### config.mk
export PLATFORM = sky130hd
export DESIGN_NAME = wl_alloc
export DESIGN_NICKNAME = d
export VERILOG_FILES = /design/src/rtl/wl_pkg.sv /design/src/rtl/wl_tables.sv /design/src/rtl/wl_scan.sv /design/src/rtl/wl_alloc.sv
export SDC_FILE = /design/constraint.sdc
export NUM_CORES = 1
export LEC_CHECK = 0
export BUFFER_PORTS_ARGS = -buffer_cell sky130_fd_sc_hd__buf_2
export CORE_MARGIN = 2
export CORE_UTILIZATION = 55
export DETAILED_ROUTE_END_ITERATION = 12
export MAX_ROUTING_LAYER = met4
export PLACE_DENSITY = 0.84
export SLEW_MARGIN = 10
export SYNTH_ARGS = -nofsm -noshare
export SYNTH_HDL_FRONTEND = slang
export SYNTH_HIERARCHICAL = 1
export SYNTH_SLANG_ARGS = --single-unit
### constraint.sdc
create_clock -name clk -period 4.1 [get_ports clk]
set_input_delay 1.025 -clock clk [delete_from_list [all_inputs] [get_ports clk]]
set_output_delay 1.025 -clock clk [all_outputs]
set_load 0.01 [all_outputs]
### src/rtl/wl_pkg.sv
package wl_pkg;
  typedef enum logic [1:0] {OP_WRITE = 2'd0, OP_ERASE = 2'd1, OP_STATIC = 2'd2, OP_NONE = 2'd3} wl_op_e;
  typedef enum logic [1:0] {ST_IDLE, ST_SCAN, ST_COMMIT} wl_state_e;
  typedef struct packed {
    logic free;
    logic valid;
    logic bad;
  } blk_flags_t;
  localparam blk_flags_t FL_FREE  = 3'b100;
  localparam blk_flags_t FL_VALID = 3'b010;
  localparam blk_flags_t FL_STALE = 3'b000;
  localparam blk_flags_t FL_BAD   = 3'b001;
endpackage

### src/rtl/wl_tables.sv
module wl_tables
  import wl_pkg::*;
#(
  parameter int NUM_LBLK  = 4,
  parameter int NUM_PBLK  = 8,
  parameter int CNT_W     = 8,
  parameter int ENDURANCE = 5,
  localparam int LW = $clog2(NUM_LBLK),
  localparam int PW = $clog2(NUM_PBLK)
) (
  input  logic             clk,
  input  logic             rst,
  input  logic [PW-1:0]    rd_idx,
  output logic [CNT_W-1:0] rd_cnt,
  output blk_flags_t       rd_flags,
  input  logic [LW-1:0]    old_lblk,
  output logic [PW-1:0]    old_pblk,
  input  logic             alloc_en,
  input  logic [LW-1:0]    alloc_lblk,
  input  logic [PW-1:0]    alloc_pblk,
  input  logic             erase_en,
  input  logic [PW-1:0]    erase_pblk,
  input  logic [LW-1:0]    lkp_lblk,
  output logic [PW-1:0]    lkp_pblk,
  input  logic [PW-1:0]    stat_pblk,
  output logic [CNT_W-1:0] stat_cnt,
  output blk_flags_t       stat_flags
);
  logic [PW-1:0]    map_mem [NUM_LBLK];
  logic [CNT_W-1:0] cnt_mem [NUM_PBLK];
  blk_flags_t       flg_mem [NUM_PBLK];
  logic [CNT_W-1:0] next_cnt;

  assign rd_cnt   = cnt_mem[rd_idx];
  assign rd_flags = flg_mem[rd_idx];
  assign old_pblk = map_mem[old_lblk];
  assign next_cnt = cnt_mem[erase_pblk] + CNT_W'(1);

  always_ff @(posedge clk) begin
    if (rst) begin
      for (int i = 0; i < NUM_LBLK; i++) map_mem[i] <= PW'(i);
      for (int p = 0; p < NUM_PBLK; p++) begin
        cnt_mem[p] <= '0;
        flg_mem[p] <= (p < NUM_LBLK) ? FL_VALID : FL_FREE;
      end
      lkp_pblk   <= '0;
      stat_cnt   <= '0;
      stat_flags <= FL_STALE;
    end else begin
      if (alloc_en) begin
        map_mem[alloc_lblk]          <= alloc_pblk;
        flg_mem[alloc_pblk]          <= FL_VALID;
        flg_mem[map_mem[alloc_lblk]] <= FL_STALE;
      end
      if (erase_en) begin
        cnt_mem[erase_pblk] <= next_cnt;
        flg_mem[erase_pblk] <= (int'(next_cnt) > ENDURANCE) ? FL_BAD : FL_FREE;
      end
      lkp_pblk   <= map_mem[lkp_lblk];
      stat_cnt   <= cnt_mem[stat_pblk];
      stat_flags <= flg_mem[stat_pblk];
    end
  end
endmodule

### src/rtl/wl_scan.sv
module wl_scan
  import wl_pkg::*;
#(
  parameter int NUM_PBLK = 8,
  parameter int CNT_W    = 8,
  localparam int PW = $clog2(NUM_PBLK)
) (
  input  logic             clk,
  input  logic             rst,
  input  logic             clear,
  input  logic             step,
  input  logic             want_max,
  input  logic [PW-1:0]    idx,
  input  logic [CNT_W-1:0] cnt,
  input  blk_flags_t       flags,
  output logic             found,
  output logic [PW-1:0]    best_idx,
  output logic [CNT_W-1:0] min_cnt,
  output logic [CNT_W-1:0] max_cnt
);
  logic [CNT_W-1:0] best_cnt;
  logic             seen;
  logic             better;

  assign better = flags.free && (!found || (want_max ? (cnt > best_cnt) : (cnt < best_cnt)));

  always_ff @(posedge clk) begin
    if (rst || clear) begin
      found    <= 1'b0;
      seen     <= 1'b0;
      best_idx <= '0;
      best_cnt <= '0;
      min_cnt  <= '0;
      max_cnt  <= '0;
    end else if (step) begin
      if (better) begin
        found    <= 1'b1;
        best_idx <= idx;
        best_cnt <= cnt;
      end
      if (!flags.bad) begin
        seen <= 1'b1;
        if (!seen || cnt < min_cnt) min_cnt <= cnt;
        if (!seen || cnt > max_cnt) max_cnt <= cnt;
      end
    end
  end
endmodule

### src/rtl/wl_alloc.sv
module wl_alloc
  import wl_pkg::*;
#(
  parameter int NUM_LBLK  = 4,
  parameter int NUM_PBLK  = 8,
  parameter int CNT_W     = 8,
  parameter int ENDURANCE = 5,
  localparam int LW = $clog2(NUM_LBLK),
  localparam int PW = $clog2(NUM_PBLK)
) (
  input  logic             clk,
  input  logic             rst,
  input  logic             req_valid,
  output logic             req_ready,
  input  logic [1:0]       req_op,
  input  logic [LW-1:0]    req_lblk,
  input  logic [PW-1:0]    req_pblk,
  input  logic [CNT_W-1:0] gap_thr,
  output logic             done,
  output logic             done_err,
  output logic [PW-1:0]    done_pblk,
  input  logic [LW-1:0]    lkp_lblk,
  output logic [PW-1:0]    lkp_pblk,
  input  logic [PW-1:0]    stat_pblk,
  output logic [CNT_W-1:0] stat_cnt,
  output logic             stat_free,
  output logic             stat_valid,
  output logic             stat_bad
);
  wl_state_e        state;
  wl_op_e           op_q;
  logic [LW-1:0]    lblk_q;
  logic [PW-1:0]    pblk_q;
  logic [PW-1:0]    idx_q;
  logic             accept;
  logic [PW-1:0]    rd_idx;
  logic [CNT_W-1:0] rd_cnt;
  blk_flags_t       rd_flags;
  blk_flags_t       stat_flags;
  logic [PW-1:0]    old_pblk;
  logic             found;
  logic [PW-1:0]    best_idx;
  logic [CNT_W-1:0] min_cnt, max_cnt;
  logic             gap_ok, do_alloc, erase_ok, in_commit;

  assign req_ready = (state == ST_IDLE);
  assign accept    = req_valid && req_ready;
  assign in_commit = (state == ST_COMMIT);
  assign rd_idx    = (state == ST_SCAN) ? idx_q : ((op_q == OP_ERASE) ? pblk_q : best_idx);
  assign gap_ok    = (max_cnt - min_cnt) > gap_thr;
  assign do_alloc  = in_commit && found &&
                     ((op_q == OP_WRITE) || ((op_q == OP_STATIC) && gap_ok));
  assign erase_ok  = in_commit && (op_q == OP_ERASE) && (rd_flags == FL_STALE);
  assign stat_free  = stat_flags.free;
  assign stat_valid = stat_flags.valid;
  assign stat_bad   = stat_flags.bad;

  wl_tables #(.NUM_LBLK(NUM_LBLK), .NUM_PBLK(NUM_PBLK), .CNT_W(CNT_W), .ENDURANCE(ENDURANCE)) u_tables (
    .clk(clk), .rst(rst),
    .rd_idx(rd_idx), .rd_cnt(rd_cnt), .rd_flags(rd_flags),
    .old_lblk(lblk_q), .old_pblk(old_pblk),
    .alloc_en(do_alloc), .alloc_lblk(lblk_q), .alloc_pblk(best_idx),
    .erase_en(erase_ok), .erase_pblk(pblk_q),
    .lkp_lblk(lkp_lblk), .lkp_pblk(lkp_pblk),
    .stat_pblk(stat_pblk), .stat_cnt(stat_cnt), .stat_flags(stat_flags)
  );

  wl_scan #(.NUM_PBLK(NUM_PBLK), .CNT_W(CNT_W)) u_scan (
    .clk(clk), .rst(rst), .clear(accept), .step(state == ST_SCAN),
    .want_max(op_q == OP_STATIC), .idx(idx_q), .cnt(rd_cnt), .flags(rd_flags),
    .found(found), .best_idx(best_idx), .min_cnt(min_cnt), .max_cnt(max_cnt)
  );

  always_ff @(posedge clk) begin
    if (rst) begin
      state     <= ST_IDLE;
      op_q      <= OP_WRITE;
      lblk_q    <= '0;
      pblk_q    <= '0;
      idx_q     <= '0;
      done      <= 1'b0;
      done_err  <= 1'b0;
      done_pblk <= '0;
    end else begin
      done <= 1'b0;
      case (state)
        ST_IDLE: if (accept) begin
          op_q   <= wl_op_e'(req_op);
          lblk_q <= req_lblk;
          pblk_q <= req_pblk;
          idx_q  <= '0;
          state  <= (req_op == OP_WRITE || req_op == OP_STATIC) ? ST_SCAN : ST_COMMIT;
        end
        ST_SCAN: begin
          if (idx_q == PW'(NUM_PBLK - 1)) state <= ST_COMMIT;
          else idx_q <= idx_q + PW'(1);
        end
        default: begin
          done      <= 1'b1;
          done_err  <= !(do_alloc || erase_ok);
          done_pblk <= do_alloc ? best_idx : ((op_q == OP_ERASE) ? pblk_q : old_pblk);
          state     <= ST_IDLE;
        end
      endcase
    end
  end
endmodule

==> results_dict.tcl <==
set metrics [dict create \
    cts_made_buffers 17 \
    max-cap-violations 0 \
    grt_use_met3_pct 6.88 \
    worst-slew-pin-transition_ns 0.781 \
    dpl.cell_count 1095 \
    synth_edf_count 92 \
    slew_headroom_pct 47.9 \
    min-delay-path-class "reg -> reg" \
    area_growth_syn_to_layout_pct 14.0 \
    footprint_of_the_multi_input_gates_sq_mm 0.00501 \
    drt_first_pass_iters 5 \
    post_route_cells_drive_above_1_share_pct 26.1 \
    finalClockSkew_ns 0.0100 \
    grtUsageMet2_pct 44.4 \
    synth_area_leaders "sky130_fd_sc_hd__edfxtp_1, sky130_fd_sc_hd__mux4_2, sky130_fd_sc_hd__dfxtp_1, sky130_fd_sc_hd__ha_1, sky130_fd_sc_hd__nor2_1" \
    end_kind "flop" \
    final-hold-violation-count 0 \
    post_synth_num_cell_types 71 \
    fin_crit_sh_pct 97.3 \
    report.final.slew_viol_count 0 \
    dp_hpwl_mm 16.4 \
    status "complete, no violations" \
    power.leakage_uw 0.00414 \
    core-area_sq_mm 0.0167 \
    postPlaceCellArea_sq_mm 0.00998 \
    worstPathMaxFanout 16 \
    first_global_vias 7246 \
    postRouteWirelength_mm 24.0 \
    layout.cells.most_common "sky130_fd_sc_hd__nor2_1" \
    yosys_most_used_dff "sky130_fd_sc_hd__edfxtp_1" \
    detailroute.via_count 7303 \
    synth.cell_area_sq_mm 0.00946 \
    ys.warnings.count 6 \
    grt_start_max_net_pins 40 \
    layout.filler_cells 1219 \
    clock_tree.root_cell "sky130_fd_sc_hd__clkbuf_16" \
    finalSetupTns_ns 0 \
    detailedRoute.firstIterationViolations 804 \
    routabilityCongestion 0.883 \
    dieWidth_microns 135 \
    clock_latency_ns 0.43 \
    timing.critical_path.from_type "flop" \
    synthesized_net_count 911 \
    layout.area.seq_sq_mm 0.00413 \
    irDropWorstVdd_uv 316 \
    synthesis.area_per_instance_sq_um 11.2 \
    cts_tree "done" \
    synthDominantAreaCellType "sky130_fd_sc_hd__edfxtp_1" \
    grt_first_pass_wirelength_mm 37.4 \
    power_per_cell_area_mw_per_mm2 367 \
    synth_top_area_share_pct 29.2 \
    rows 47 \
    port-buffer-count 42 \
    htree_num_levels 4 \
    detail_route.wl_per_cell_microns 21.1 \
    gr-usage-all-layers_pct 27.6 \
    critical_path_required_ns 4.42 \
    gr-usage-met1_pct 33.9 \
    setup_viol_count_final 0 \
    global_route.overflow_total 0 \
    synth.ff_latch_count 160 \
    drcViolationCount 0 \
    initial_core_util_pct 56.7 \
    final_core_util_pct 64.6 \
    final_antenna_net_count 0 \
    numClockSinks 160 \
    vias_per_cell 6.42 \
    final.min_clock_period_ns 3.99 \
    clk_pin_slew_ns 0.07 \
    max-clock-path-buffers 2 \
    fmax_mhz 251 \
    finalHoldWorstSlack_ns 0.451 \
    critical_path_arrival_ns 4.31 \
    synthArstFlopShare_pct 0 \
    gate_count_after_technology_mapping 845 \
    synth_seq_area_share_pct 43.6 \
    final_net_count 970 \
    grt_antenna_before_repair 0 \
    final_design_area_no_fill_sq_mm 0.0108 \
    gr-max-usage-layer "met2" \
    post_layout_nonfiller_instances 1138 \
    num_io_pins 43 \
    worstSetupPathType "reg -> reg" \
    die-height_microns 135 \
    floorplan.die_area_sq_mm 0.0183 \
    most-common-layout-cells "sky130_fd_sc_hd__nor2_1, sky130_fd_sc_hd__edfxtp_1, sky130_fd_sc_hd__dfxtp_1" \
]
[Yosys cell counts (all sizes together), types with 6 or more instances]
| cell type | n |
|---|---|
| o31ai | 17 |
| nand2b | 27 |
| and2 | 8 |
| mux2i | 29 |
| edfxtp | 92 |
| clkbuf | 28 |
| and3 | 6 |
| or2 | 8 |
| nor3 | 12 |
| nor2b | 23 |
| a22o | 11 |
| nand3 | 19 |
| a21oi | 40 |
| dfxtp | 68 |
| a31oi | 11 |
| mux2 | 14 |
| nor2 | 113 |
| o21ai | 24 |
| inv | 51 |
| buf | 19 |
| nand2 | 52 |
| mux4 | 63 |
| a22oi | 6 |
| ha | 42 |
| xnor2 | 8 |
[per-stage QoR]
| step | worst slack (ns) | power [uW] |
|---|---|---|
| global placement | 0.0398 | 2330 |
| detailed placement | -0.0612 | 2350 |
| floorplan | 0.0712 | 2200 |
| global route | -0.0209 | 4090 |
| finish | 0.112 | 3960 |
| CTS | -0.0192 | 3960 |
[layer usage]
layer	up-vias	share of wire, %
met1	3585	39
met5	-	0
met3	54	9.1
met2	419	49
met4	0	2.3
li1	3245	-
[power by group]
group	leakage [uW]	switching, uW	internal, uW
clock network	0.000297	700	919
registers	0.00148	43.5	1740
logic	0.00236	337	220
total	0.00414	1080	2880
[registers in the layout (all words and copies together), names as in the netlist]
signal and cells:
u_tables/map_mem 12, op_q 2, u_tables/stat_cnt 8, u_tables/lkp_pblk 3
u_scan/best_idx 3, u_scan/min_cnt 8, idx_q 3, u_scan/seen 1
state 2, done 1, done_err 1, pblk_q 3
lblk_q 2, u_tables/cnt_mem 64, u_tables/flg_mem 24, u_scan/max_cnt 8
u_scan/found 1, u_tables/stat_flags 3, done_pblk 3, u_scan/best_cnt 8
[final cells by class]
class | instances | share of cell area [%]
inverter | 52 | 1.81
antenna | 1 | 0.0232
timing repair buffer | 87 | 5.34
multi-input combinational | 586 | 46.4
tap | 220 | 2.55
clock inverter | 15 | 1.60
sequential | 160 | 38.3
clock buffer | 17 | 3.94
[cell families after synthesis]
| logic type | share of synthesized area, % |
|---|---|
| and+or+nand+nor | 14.8 |
| DFF | 43.6 |
| AOI/OAI and AO/OA | 10.3 |
| muxes | 19.8 |
| buffers and inverters | 4.68 |
| adders and majority gates | 5.76 |
| xor gates and xnor gates | 1.02 |
[worst max-delay path, stage by stage (launching register included)]
cell and delay [ns]:
sky130_fd_sc_hd__dfxtp_4 0.36, sky130_fd_sc_hd__and3b_2 0.29, sky130_fd_sc_hd__a21oi_4 0.05, sky130_fd_sc_hd__o21ai_4 0.17
sky130_fd_sc_hd__buf_12 0.14, sky130_fd_sc_hd__buf_8 0.21, sky130_fd_sc_hd__mux4_2 0.53, sky130_fd_sc_hd__mux2_2 0.36
sky130_fd_sc_hd__ha_1 0.34, sky130_fd_sc_hd__nor2b_1 0.14, sky130_fd_sc_hd__o211ai_1 0.15, sky130_fd_sc_hd__a21oi_1 0.11
sky130_fd_sc_hd__o41a_1 0.35, sky130_fd_sc_hd__o211a_1 0.40, sky130_fd_sc_hd__a22o_2 0.26
[worst paths after layout]
check,from,end,slack [ns],cells past startpoint
setup / recovery,op_q[1],u_scan/best_idx[1],0.11,14
hold / removal,done_pblk[1],done_pblk[1],0.45,2
setup reg to reg,op_q[1],u_scan/best_idx[1],0.11,14
hold reg to reg,done_pblk[1],done_pblk[1],0.45,2
[what timing repair did]
action / in CTS / in global routing
hold buffers: 0 / 0
setup endpoints to repair: 75 / 97
gates resized for setup: 6 / 29
gates cloned: 0 / 0
buffers inserted: 3 / 7
pin swaps: 1 / 8
No activity file was read; power rests on OpenSTA's default activity.
